--- src/rtl/inep_pkg.sv ---
package inep_pkg;
  typedef enum logic [1:0] {
    RSP_DATA = 2'd0,
    RSP_NAK  = 2'd1,
    RSP_ZLP  = 2'd2
  } rsp_kind_e;
endpackage

--- src/rtl/inep_txmem.sv ---
// Word storage of the transmit buffer: one write port, one registered read port.
module inep_txmem #(
  parameter int DW = 32,
  parameter int AW = 6
) (
  input  logic          clk,
  input  logic          we,
  input  logic [AW-1:0] waddr,
  input  logic [DW-1:0] wdata,
  input  logic          re,
  input  logic [AW-1:0] raddr,
  output logic [DW-1:0] rdata
);
  localparam int WORDS = 1 << AW;

  logic [DW-1:0] mem [WORDS];

  always_ff @(posedge clk) begin
    if (we) mem[waddr] <= wdata;
    if (re) rdata <= mem[raddr];
  end
endmodule

--- src/rtl/inep_desc_q.sv ---
// Small queue of complete-packet lengths, oldest first.
module inep_desc_q #(
  parameter int LW  = 7,
  parameter int QAW = 3
) (
  input  logic          clk,
  input  logic          rst,
  input  logic          push,
  input  logic [LW-1:0] push_len,
  input  logic          pop,
  output logic [LW-1:0] head_len,
  output logic          empty,
  output logic          full
);
  localparam int SLOTS = 1 << QAW;
  localparam int CW    = QAW + 1;

  logic [LW-1:0]  slot [SLOTS];
  logic [QAW-1:0] wp_q, rp_q;
  logic [CW-1:0]  cnt_q;
  logic           push_ok, pop_ok;

  assign empty    = (cnt_q == '0);
  assign full     = (cnt_q == CW'(SLOTS));
  assign push_ok  = push && !full;
  assign pop_ok   = pop && !empty;
  assign head_len = slot[rp_q];

  always_ff @(posedge clk) begin
    if (push_ok) slot[wp_q] <= push_len;
  end

  always_ff @(posedge clk) begin
    if (rst) begin
      wp_q  <= '0;
      rp_q  <= '0;
      cnt_q <= '0;
    end else begin
      if (push_ok) wp_q <= wp_q + 1'b1;
      if (pop_ok)  rp_q <= rp_q + 1'b1;
      cnt_q <= cnt_q + CW'(push_ok) - CW'(pop_ok);
    end
  end

  AST_DESC_NO_OVERFLOW: assert property (@(posedge clk) disable iff (rst) push |-> !full);
  AST_DESC_NO_UNDERFLOW: assert property (@(posedge clk) disable iff (rst) pop |-> !empty);
endmodule

--- src/rtl/inep_wrside.sv ---
// Packet admission and buffer write control.
module inep_wrside #(
  parameter int AW = 6,
  parameter int LW = 7
) (
  input  logic          clk,
  input  logic          rst,
  input  logic          ep_en,
  input  logic          ep_iso,
  input  logic          wr_req,
  input  logic [LW-1:0] wr_len,
  input  logic          wr_dvalid,
  input  logic [LW-1:0] free_words,
  input  logic          desc_full,
  input  logic          xfer_done,
  output logic          accept,
  output logic          mem_we,
  output logic [AW-1:0] mem_waddr,
  output logic          desc_push,
  output logic [LW-1:0] desc_len,
  output logic          wr_ack,
  output logic          wr_rej,
  output logic          wr_err
);
  logic          open_q, armed_q;
  logic [LW-1:0] rem_q, len_q;
  logic [AW-1:0] wptr_q;
  logic          ack_q, rej_q, err_q;
  logic          room, period_ok, take, done_word;

  assign room      = (wr_len <= free_words);
  assign period_ok = !ep_iso || armed_q;
  assign accept    = wr_req && ep_en && !open_q && !desc_full && room && period_ok;
  assign take      = wr_dvalid && open_q;
  assign done_word = take && (rem_q == LW'(1));

  assign mem_we    = take;
  assign mem_waddr = wptr_q;
  assign desc_push = (accept && (wr_len == '0)) || done_word;
  assign desc_len  = done_word ? len_q : '0;

  assign wr_ack = ack_q;
  assign wr_rej = rej_q;
  assign wr_err = err_q;

  always_ff @(posedge clk) begin
    if (rst) begin
      open_q  <= 1'b0;
      armed_q <= 1'b1;
      rem_q   <= '0;
      len_q   <= '0;
      wptr_q  <= '0;
      ack_q   <= 1'b0;
      rej_q   <= 1'b0;
      err_q   <= 1'b0;
    end else begin
      ack_q <= accept;
      rej_q <= wr_req && !accept;
      err_q <= (wr_req && !ep_en) || (wr_dvalid && !open_q);
      if (accept && (wr_len != '0)) begin
        open_q <= 1'b1;
        rem_q  <= wr_len;
        len_q  <= wr_len;
      end
      if (take) begin
        wptr_q <= wptr_q + 1'b1;
        rem_q  <= rem_q - 1'b1;
        if (done_word) open_q <= 1'b0;
      end
      if (accept && ep_iso) armed_q <= 1'b0;
      else if (xfer_done)   armed_q <= 1'b1;
    end
  end

  AST_NO_ROOM_NO_ACK: assert property (@(posedge clk) disable iff (rst)
    (wr_req && (wr_len > free_words)) |=> !wr_ack);
  AST_DISABLED_REFUSE: assert property (@(posedge clk) disable iff (rst)
    (wr_req && !ep_en) |=> (wr_rej && wr_err));
  AST_ISO_ONE_FRAME: assert property (@(posedge clk) disable iff (rst)
    (wr_req && ep_iso && !armed_q) |=> !wr_ack);
endmodule

--- src/rtl/inep_responder.sv ---
module inep_responder #(
  parameter int DW  = 32,
  parameter int AW  = 6,
  parameter int QAW = 3
) (
  input  logic          clk,
  input  logic          rst,
  input  logic          cfg_wr,
  input  logic          cfg_enable,
  input  logic          cfg_iso,
  input  logic          nak_set,
  input  logic          nak_clr,
  input  logic          wr_req,
  input  logic [AW:0]   wr_len,
  input  logic          wr_dvalid,
  input  logic [DW-1:0] wr_data,
  output logic          wr_ack,
  output logic          wr_rej,
  output logic          wr_err,
  input  logic          tok_in,
  output logic          rsp_valid,
  output logic [1:0]    rsp_kind,
  output logic [AW:0]   rsp_len,
  output logic          tx_valid,
  output logic [DW-1:0] tx_data,
  output logic          tx_last,
  output logic          xfer_cmpl,
  output logic [AW:0]   free_words,
  output logic          irq_txfe,
  output logic          irq_nak_eff
);
  import inep_pkg::*;

  localparam int DEPTH = 1 << AW;
  localparam int LW    = AW + 1;

  logic          ep_en_q, ep_iso_q, nak_q, nak_eff_q;
  logic [LW-1:0] free_q, free_d;
  logic          txfe_q;

  logic          accept, mem_we, desc_push, desc_full, desc_empty, desc_pop;
  logic [AW-1:0] mem_waddr;
  logic [LW-1:0] desc_len, head_len;

  logic          busy_q, tx_valid_q, tx_last_q, cmpl_q, rsp_valid_q;
  logic [LW-1:0] tx_rem_q, tx_len_q, rsp_len_q;
  logic [AW-1:0] rptr_q;
  rsp_kind_e     rsp_kind_q;
  logic          tok_seen, pkt_go, rel, cmpl_now;

  // Endpoint control word
  always_ff @(posedge clk) begin
    if (rst) begin
      ep_en_q  <= 1'b0;
      ep_iso_q <= 1'b0;
    end else if (cfg_wr) begin
      ep_en_q  <= cfg_enable;
      ep_iso_q <= cfg_iso;
    end
  end

  // NAK mode and its effective flag; clear has priority
  always_ff @(posedge clk) begin
    if (rst) begin
      nak_q     <= 1'b0;
      nak_eff_q <= 1'b0;
    end else if (nak_clr) begin
      nak_q     <= 1'b0;
      nak_eff_q <= 1'b0;
    end else begin
      if (nak_set) nak_q <= 1'b1;
      if (nak_q && !busy_q) nak_eff_q <= 1'b1;
    end
  end

  inep_wrside #(.AW(AW), .LW(LW)) u_wr (
    .clk        (clk),
    .rst        (rst),
    .ep_en      (ep_en_q),
    .ep_iso     (ep_iso_q),
    .wr_req     (wr_req),
    .wr_len     (wr_len),
    .wr_dvalid  (wr_dvalid),
    .free_words (free_q),
    .desc_full  (desc_full),
    .xfer_done  (cmpl_now),
    .accept     (accept),
    .mem_we     (mem_we),
    .mem_waddr  (mem_waddr),
    .desc_push  (desc_push),
    .desc_len   (desc_len),
    .wr_ack     (wr_ack),
    .wr_rej     (wr_rej),
    .wr_err     (wr_err)
  );

  inep_desc_q #(.LW(LW), .QAW(QAW)) u_desc (
    .clk      (clk),
    .rst      (rst),
    .push     (desc_push),
    .push_len (desc_len),
    .pop      (desc_pop),
    .head_len (head_len),
    .empty    (desc_empty),
    .full     (desc_full)
  );

  inep_txmem #(.DW(DW), .AW(AW)) u_mem (
    .clk   (clk),
    .we    (mem_we),
    .waddr (mem_waddr),
    .wdata (wr_data),
    .re    (busy_q),
    .raddr (rptr_q),
    .rdata (tx_data)
  );

  // Token decision: NAK mode and type override queued data
  assign tok_seen = tok_in && !busy_q;
  assign pkt_go   = tok_seen && ep_en_q && !nak_q && !desc_empty;
  assign desc_pop = pkt_go;
  assign rel      = busy_q && (tx_rem_q == LW'(1));
  assign cmpl_now = rel || (pkt_go && (head_len == '0));

  always_comb begin
    free_d = free_q;
    if (accept) free_d = free_d - wr_len;
    if (rel)    free_d = free_d + tx_len_q;
  end

  always_ff @(posedge clk) begin
    if (rst) begin
      busy_q      <= 1'b0;
      tx_rem_q    <= '0;
      tx_len_q    <= '0;
      rptr_q      <= '0;
      tx_valid_q  <= 1'b0;
      tx_last_q   <= 1'b0;
      cmpl_q      <= 1'b0;
      rsp_valid_q <= 1'b0;
      rsp_kind_q  <= RSP_NAK;
      rsp_len_q   <= '0;
      free_q      <= LW'(DEPTH);
      txfe_q      <= 1'b1;
    end else begin
      rsp_valid_q <= tok_seen;
      if (tok_seen) begin
        rsp_kind_q <= pkt_go ? RSP_DATA : (ep_iso_q ? RSP_ZLP : RSP_NAK);
        rsp_len_q  <= pkt_go ? head_len : '0;
      end
      if (pkt_go && (head_len != '0)) begin
        busy_q   <= 1'b1;
        tx_rem_q <= head_len;
        tx_len_q <= head_len;
      end else if (busy_q) begin
        rptr_q   <= rptr_q + 1'b1;
        tx_rem_q <= tx_rem_q - 1'b1;
        if (rel) busy_q <= 1'b0;
      end
      tx_valid_q <= busy_q;
      tx_last_q  <= rel;
      cmpl_q     <= cmpl_now;
      free_q     <= free_d;
      txfe_q     <= (free_d == LW'(DEPTH));
    end
  end

  assign rsp_valid   = rsp_valid_q;
  assign rsp_kind    = rsp_kind_q;
  assign rsp_len     = rsp_len_q;
  assign tx_valid    = tx_valid_q;
  assign tx_last     = tx_last_q;
  assign xfer_cmpl   = cmpl_q;
  assign free_words  = free_q;
  assign irq_txfe    = txfe_q;
  assign irq_nak_eff = nak_eff_q;

  AST_NAK_BLOCKS_DATA: assert property (@(posedge clk) disable iff (rst)
    (tok_in && !busy_q && nak_q) |=> (rsp_valid && (rsp_kind != 2'd0)));
  AST_ISO_ZLP_IN_NAK: assert property (@(posedge clk) disable iff (rst)
    (tok_in && !busy_q && nak_q && ep_iso_q) |=> (rsp_kind == 2'd2));
  AST_BUSY_IGNORES_TOKEN: assert property (@(posedge clk) disable iff (rst)
    (tok_in && busy_q) |=> !rsp_valid);
  AST_NAK_EFF_IMPLIES_MODE: assert property (@(posedge clk) disable iff (rst)
    irq_nak_eff |-> nak_q);
  AST_FREE_IN_RANGE: assert property (@(posedge clk) disable iff (rst)
    free_words <= LW'(DEPTH));
  AST_LAST_HAS_CMPL: assert property (@(posedge clk) disable iff (rst)
    tx_last |-> (xfer_cmpl && tx_valid));
endmodule

--- config.mk ---
export PLATFORM = sky130hd
export DESIGN_NAME = inep_responder
export DESIGN_NICKNAME = d
export VERILOG_FILES = /design/src/rtl/inep_pkg.sv /design/src/rtl/inep_txmem.sv /design/src/rtl/inep_desc_q.sv /design/src/rtl/inep_wrside.sv /design/src/rtl/inep_responder.sv
export SDC_FILE = /design/constraint.sdc
export NUM_CORES = 2
export LEC_CHECK = 0
export ABC_AREA = 1
export BUFFER_PORTS_ARGS = -buffer_cell sky130_fd_sc_hd__clkbuf_2
export CORE_MARGIN = 4
export CORE_UTILIZATION = 55
export CTS_BUF_LIST = sky130_fd_sc_hd__clkbuf_8 sky130_fd_sc_hd__clkbuf_16
export DETAILED_ROUTE_END_ITERATION = 10
export HOLD_SLACK_MARGIN = 0.05
export PLACE_DENSITY = 0.7
export SLEW_MARGIN = 5
export SYNTH_ARGS = -nofsm -noshare
export SYNTH_HDL_FRONTEND = slang
export SYNTH_SLANG_ARGS = --single-unit
export TNS_END_PERCENT = 30
--- constraint.sdc ---
create_clock -name clk -period 11.9 [get_ports clk]
set_clock_uncertainty 0.15 [all_clocks]
set_input_delay 1.19 -clock clk [delete_from_list [all_inputs] [get_ports clk]]
set_output_delay 1.19 -clock clk [all_outputs]
set_load 0.05 [all_outputs]
==> flow_summary_export.csv <==
group,metric,value,unit
run_status,status,"completed",
sta,tightest_slew,1.32,ns
drt,drt_iter0_markers,8163,
finish,layout_common_cells,"2136 x edfxtp_1, 1087 x nor2_1, 1048 x o21ai_0",
global_route,grt_pass1_wl,348000,um
synthesis,synth-async-reset-ratio,0,%
power,cellLeakagePower,31.6,nW
critical_path,cp_data_required_time,12.43,ns
drt,drc_errors,0,
finish,fin_area,96300,sq um
critical_path,start_kind,"register",
sta,report.final.slew_viol_count,0,
finish,drive_gt1_share,8.99,%
critical_path,end_kind,"register",
critical_path,worstSetupPathType,"reg -> reg",
clocking,cts_buffers,210,
sta,finalHoldViolCount,0,
finish,final_common_cell,"edfxtp_1",
drt,dr.pass1.iters,8,
finish,final_nets,6664,
die,pin_count,106,
drt,ant_nets,0,
synthesis,ys_seq_area_share,75.6,%
global_route,grt_pass1_vias,53144,
clocking,clk_pin_slew,0.06,ns
min_path,hp-class,"reg -> reg",
place,postPlaceCellArea,89800,sq um
sta,finalSetupTns,0,ns
die,die_w,406,um
synthesis,synth_ff_type,"edfxtp_1",
critical_path,path_buf_inv,4,
finish,syn2layout_area_growth,10.7,%
drt,vias,56816,
critical_path,crit_chain,"clkinv_8, buf_4, buf_4, buf_4, o21ai_0, o221ai_1, o211ai_1, nand3_1, nand3_1, nand2_1",
clocking,clkSinkCount,2220,
critical_path,critPathMostFrequentCell,"buf_4",
critical_path,worst_ep_arrival_time,5.50,ns
critical_path,worst-path-max-fanout,170,
die,fp.coreArea,157000,sq um
drt,wl_per_cell,27.1,um
synthesis,ys_types,47,
finish,fin_util,61.4,%
synthesis,syn-cell-area,87000,sq um
clocking,post_cts_buffers,0,
critical_path,crit_family,"buffers and inverters",
critical_path,timing.rr.start,"rptr_q[1]",
min_path,hp-start,"u_desc.rp_q[2]",
synthesis,postSynthCellCount,6595,
die,dieArea,165000,sq um
sta,fmax,201,MHz
sta,fin_crit,4.97,ns
global_route,grt.total_usage,28.5,%
sta,rsz0062_at_grt,"false",
clocking,cts_tree,"done",
place,dp.cells,8431,
clocking,h-tree-depth,4,
power,vdd_ir_drop_max,0.000164,V
synthesis,synth_edf_count,2136,
die,fp-row-count,145,
die,start_util,55.5,%
clocking,cts_resized,0,
critical_path,max_stage_delay,0.76,ns
drt,drt_wl_total,239000,um
place,dp_hpwl,119000,um
critical_path,critical-path-slowest-cell,"buf_4",
drt,vias_per_cell,6.44,
power,power_density,162,nW/um^2
synthesis,ys_ff_latch,2220,
die,die_y,406,um
synthesis,syn-num-nets,6674,
clocking,postCtsHoldBufs,0,
sta,setup-violations-final,0,
critical_path,cp-startpoint,"rptr_q[1]",
synthesis,avgSynthCellArea,13.2,sq um
clocking,cts_buffer_depth,3,
global_route,grt_overflow,0,
run,max_cap_viol_count,0,
finish,fin_cells,8828,
clocking,root_buffer,"clkbuf_16",
clocking,clkLatencyLatePin,0.83,ns
sta,max_slew_margin,12.0,%
place,gp_congestion,0.847,
global_route,antenna_found_initial,11,
place,port_buffers,105,
finish,nFillCells,11689,
global_route,grt_max_degree,226,
synthesis,ys_warn_count,0,
sta,post-route-period-util,41.8,%
## final timing paths
check                           depth (start not counted)             end  slack (ns)
worst min-delay path                                    1  u_desc.rp_q[2]        0.29
worst max-delay path                                   10  u_mem.rdata[4]        6.93
worst min register to register                          1  u_desc.rp_q[2]        0.29
worst max register to register                         10  u_mem.rdata[4]        6.93
## metrics by stage
step | setup slack (ns) | hold slack, ns | power [mW]
after floorplan | 6.38 | 0.262 | 9.20
after global placement | 7.23 | 0.276 | 9.48
after detailed placement | 7.08 | 0.288 | 9.51
after CTS | 7.05 | 0.296 | 15.7
after global routing | 6.75 | 0.319 | 16.1
final | 6.93 | 0.293 | 15.6
## per-layer routing
metal  routed length, um  global-route usage, %
met5                  89                      0
met2              111000                   44.4
met1               91800                   40.7
met4                9140                   10.7
met3               26700                   5.04
## power breakdown
part,internal [mW],switching (mW)
Combinational,0.186,0.560
Sequential,8.58,0.0270
Clock,3.47,2.81
## sequential cells by signal, indices dropped and copies added (netlist names), 2 cells and up, named ones only
register,flops
tx_len_q,7
rptr_q,6
u_wr.rem_q,7
u_mem.mem,2048
free_words,7
u_desc.cnt_q,4
u_desc.wp_q,3
u_wr.mem_waddr,6
u_desc.slot,56
tx_rem_q,7
rsp_kind,2
u_desc.rp_q,3
rsp_len,7
u_mem.rdata,32
u_wr.len_q,7
## area by class of cell
type | instances | area, sq um | share of cell area [%]
clock buffers | 217 | 5420 | 5.63
well taps | 2058 | 2570 | 2.67
flip-flops and latches | 2220 | 65800 | 68.4
clock inverters | 176 | 1060 | 1.10
multi-input cells | 3778 | 19200 | 20.0
inverters | 138 | 553 | 0.574
diodes | 4 | 10.0 | 0.0104
repair buffers | 237 | 1620 | 1.68
## Yosys cell counts, drive strengths merged, types with 4 or more instances
cell    instances  area (sq um)
o21ai        1050          5260
nand4          72           450
nand2         440          1670
nor4            4          25.0
a31oi           6          37.5
nor2         1148          4330
inv           136           510
o211ai         52           390
a21oi         120           601
nor3b           4          30.0
ha             27           338
buf           153           791
nand3         288          1460
dfxtp          84          1680
xor2            7          61.3
xnor2           6          52.6
o221ai        208          1820
nand3b          5          37.5
o22ai         304          1900
nor3           16          91.3
or2             6          40.0
clkbuf        306          1150
edfxtp       2136         64100
## kinds of logic (layout without fill, tap and decap cells)
| family | count (synthesis) | count (layout) | synth area share (%) |
|---|---|---|---|
| adders and majority gates | 30 | 30 | 0.457 |
| xor gates and xnor gates | 13 | 13 | 0.131 |
| DFF | 2220 | 2220 | 75.6 |
| buffers and inverters | 597 | 768 | 2.83 |
| AOI/OAI and AO/OA | 1747 | 1747 | 11.6 |
| other | 0 | 4 | 0 |
| and+or+nand+nor | 1988 | 1988 | 9.38 |
Power figures use the tool's default switching activity.
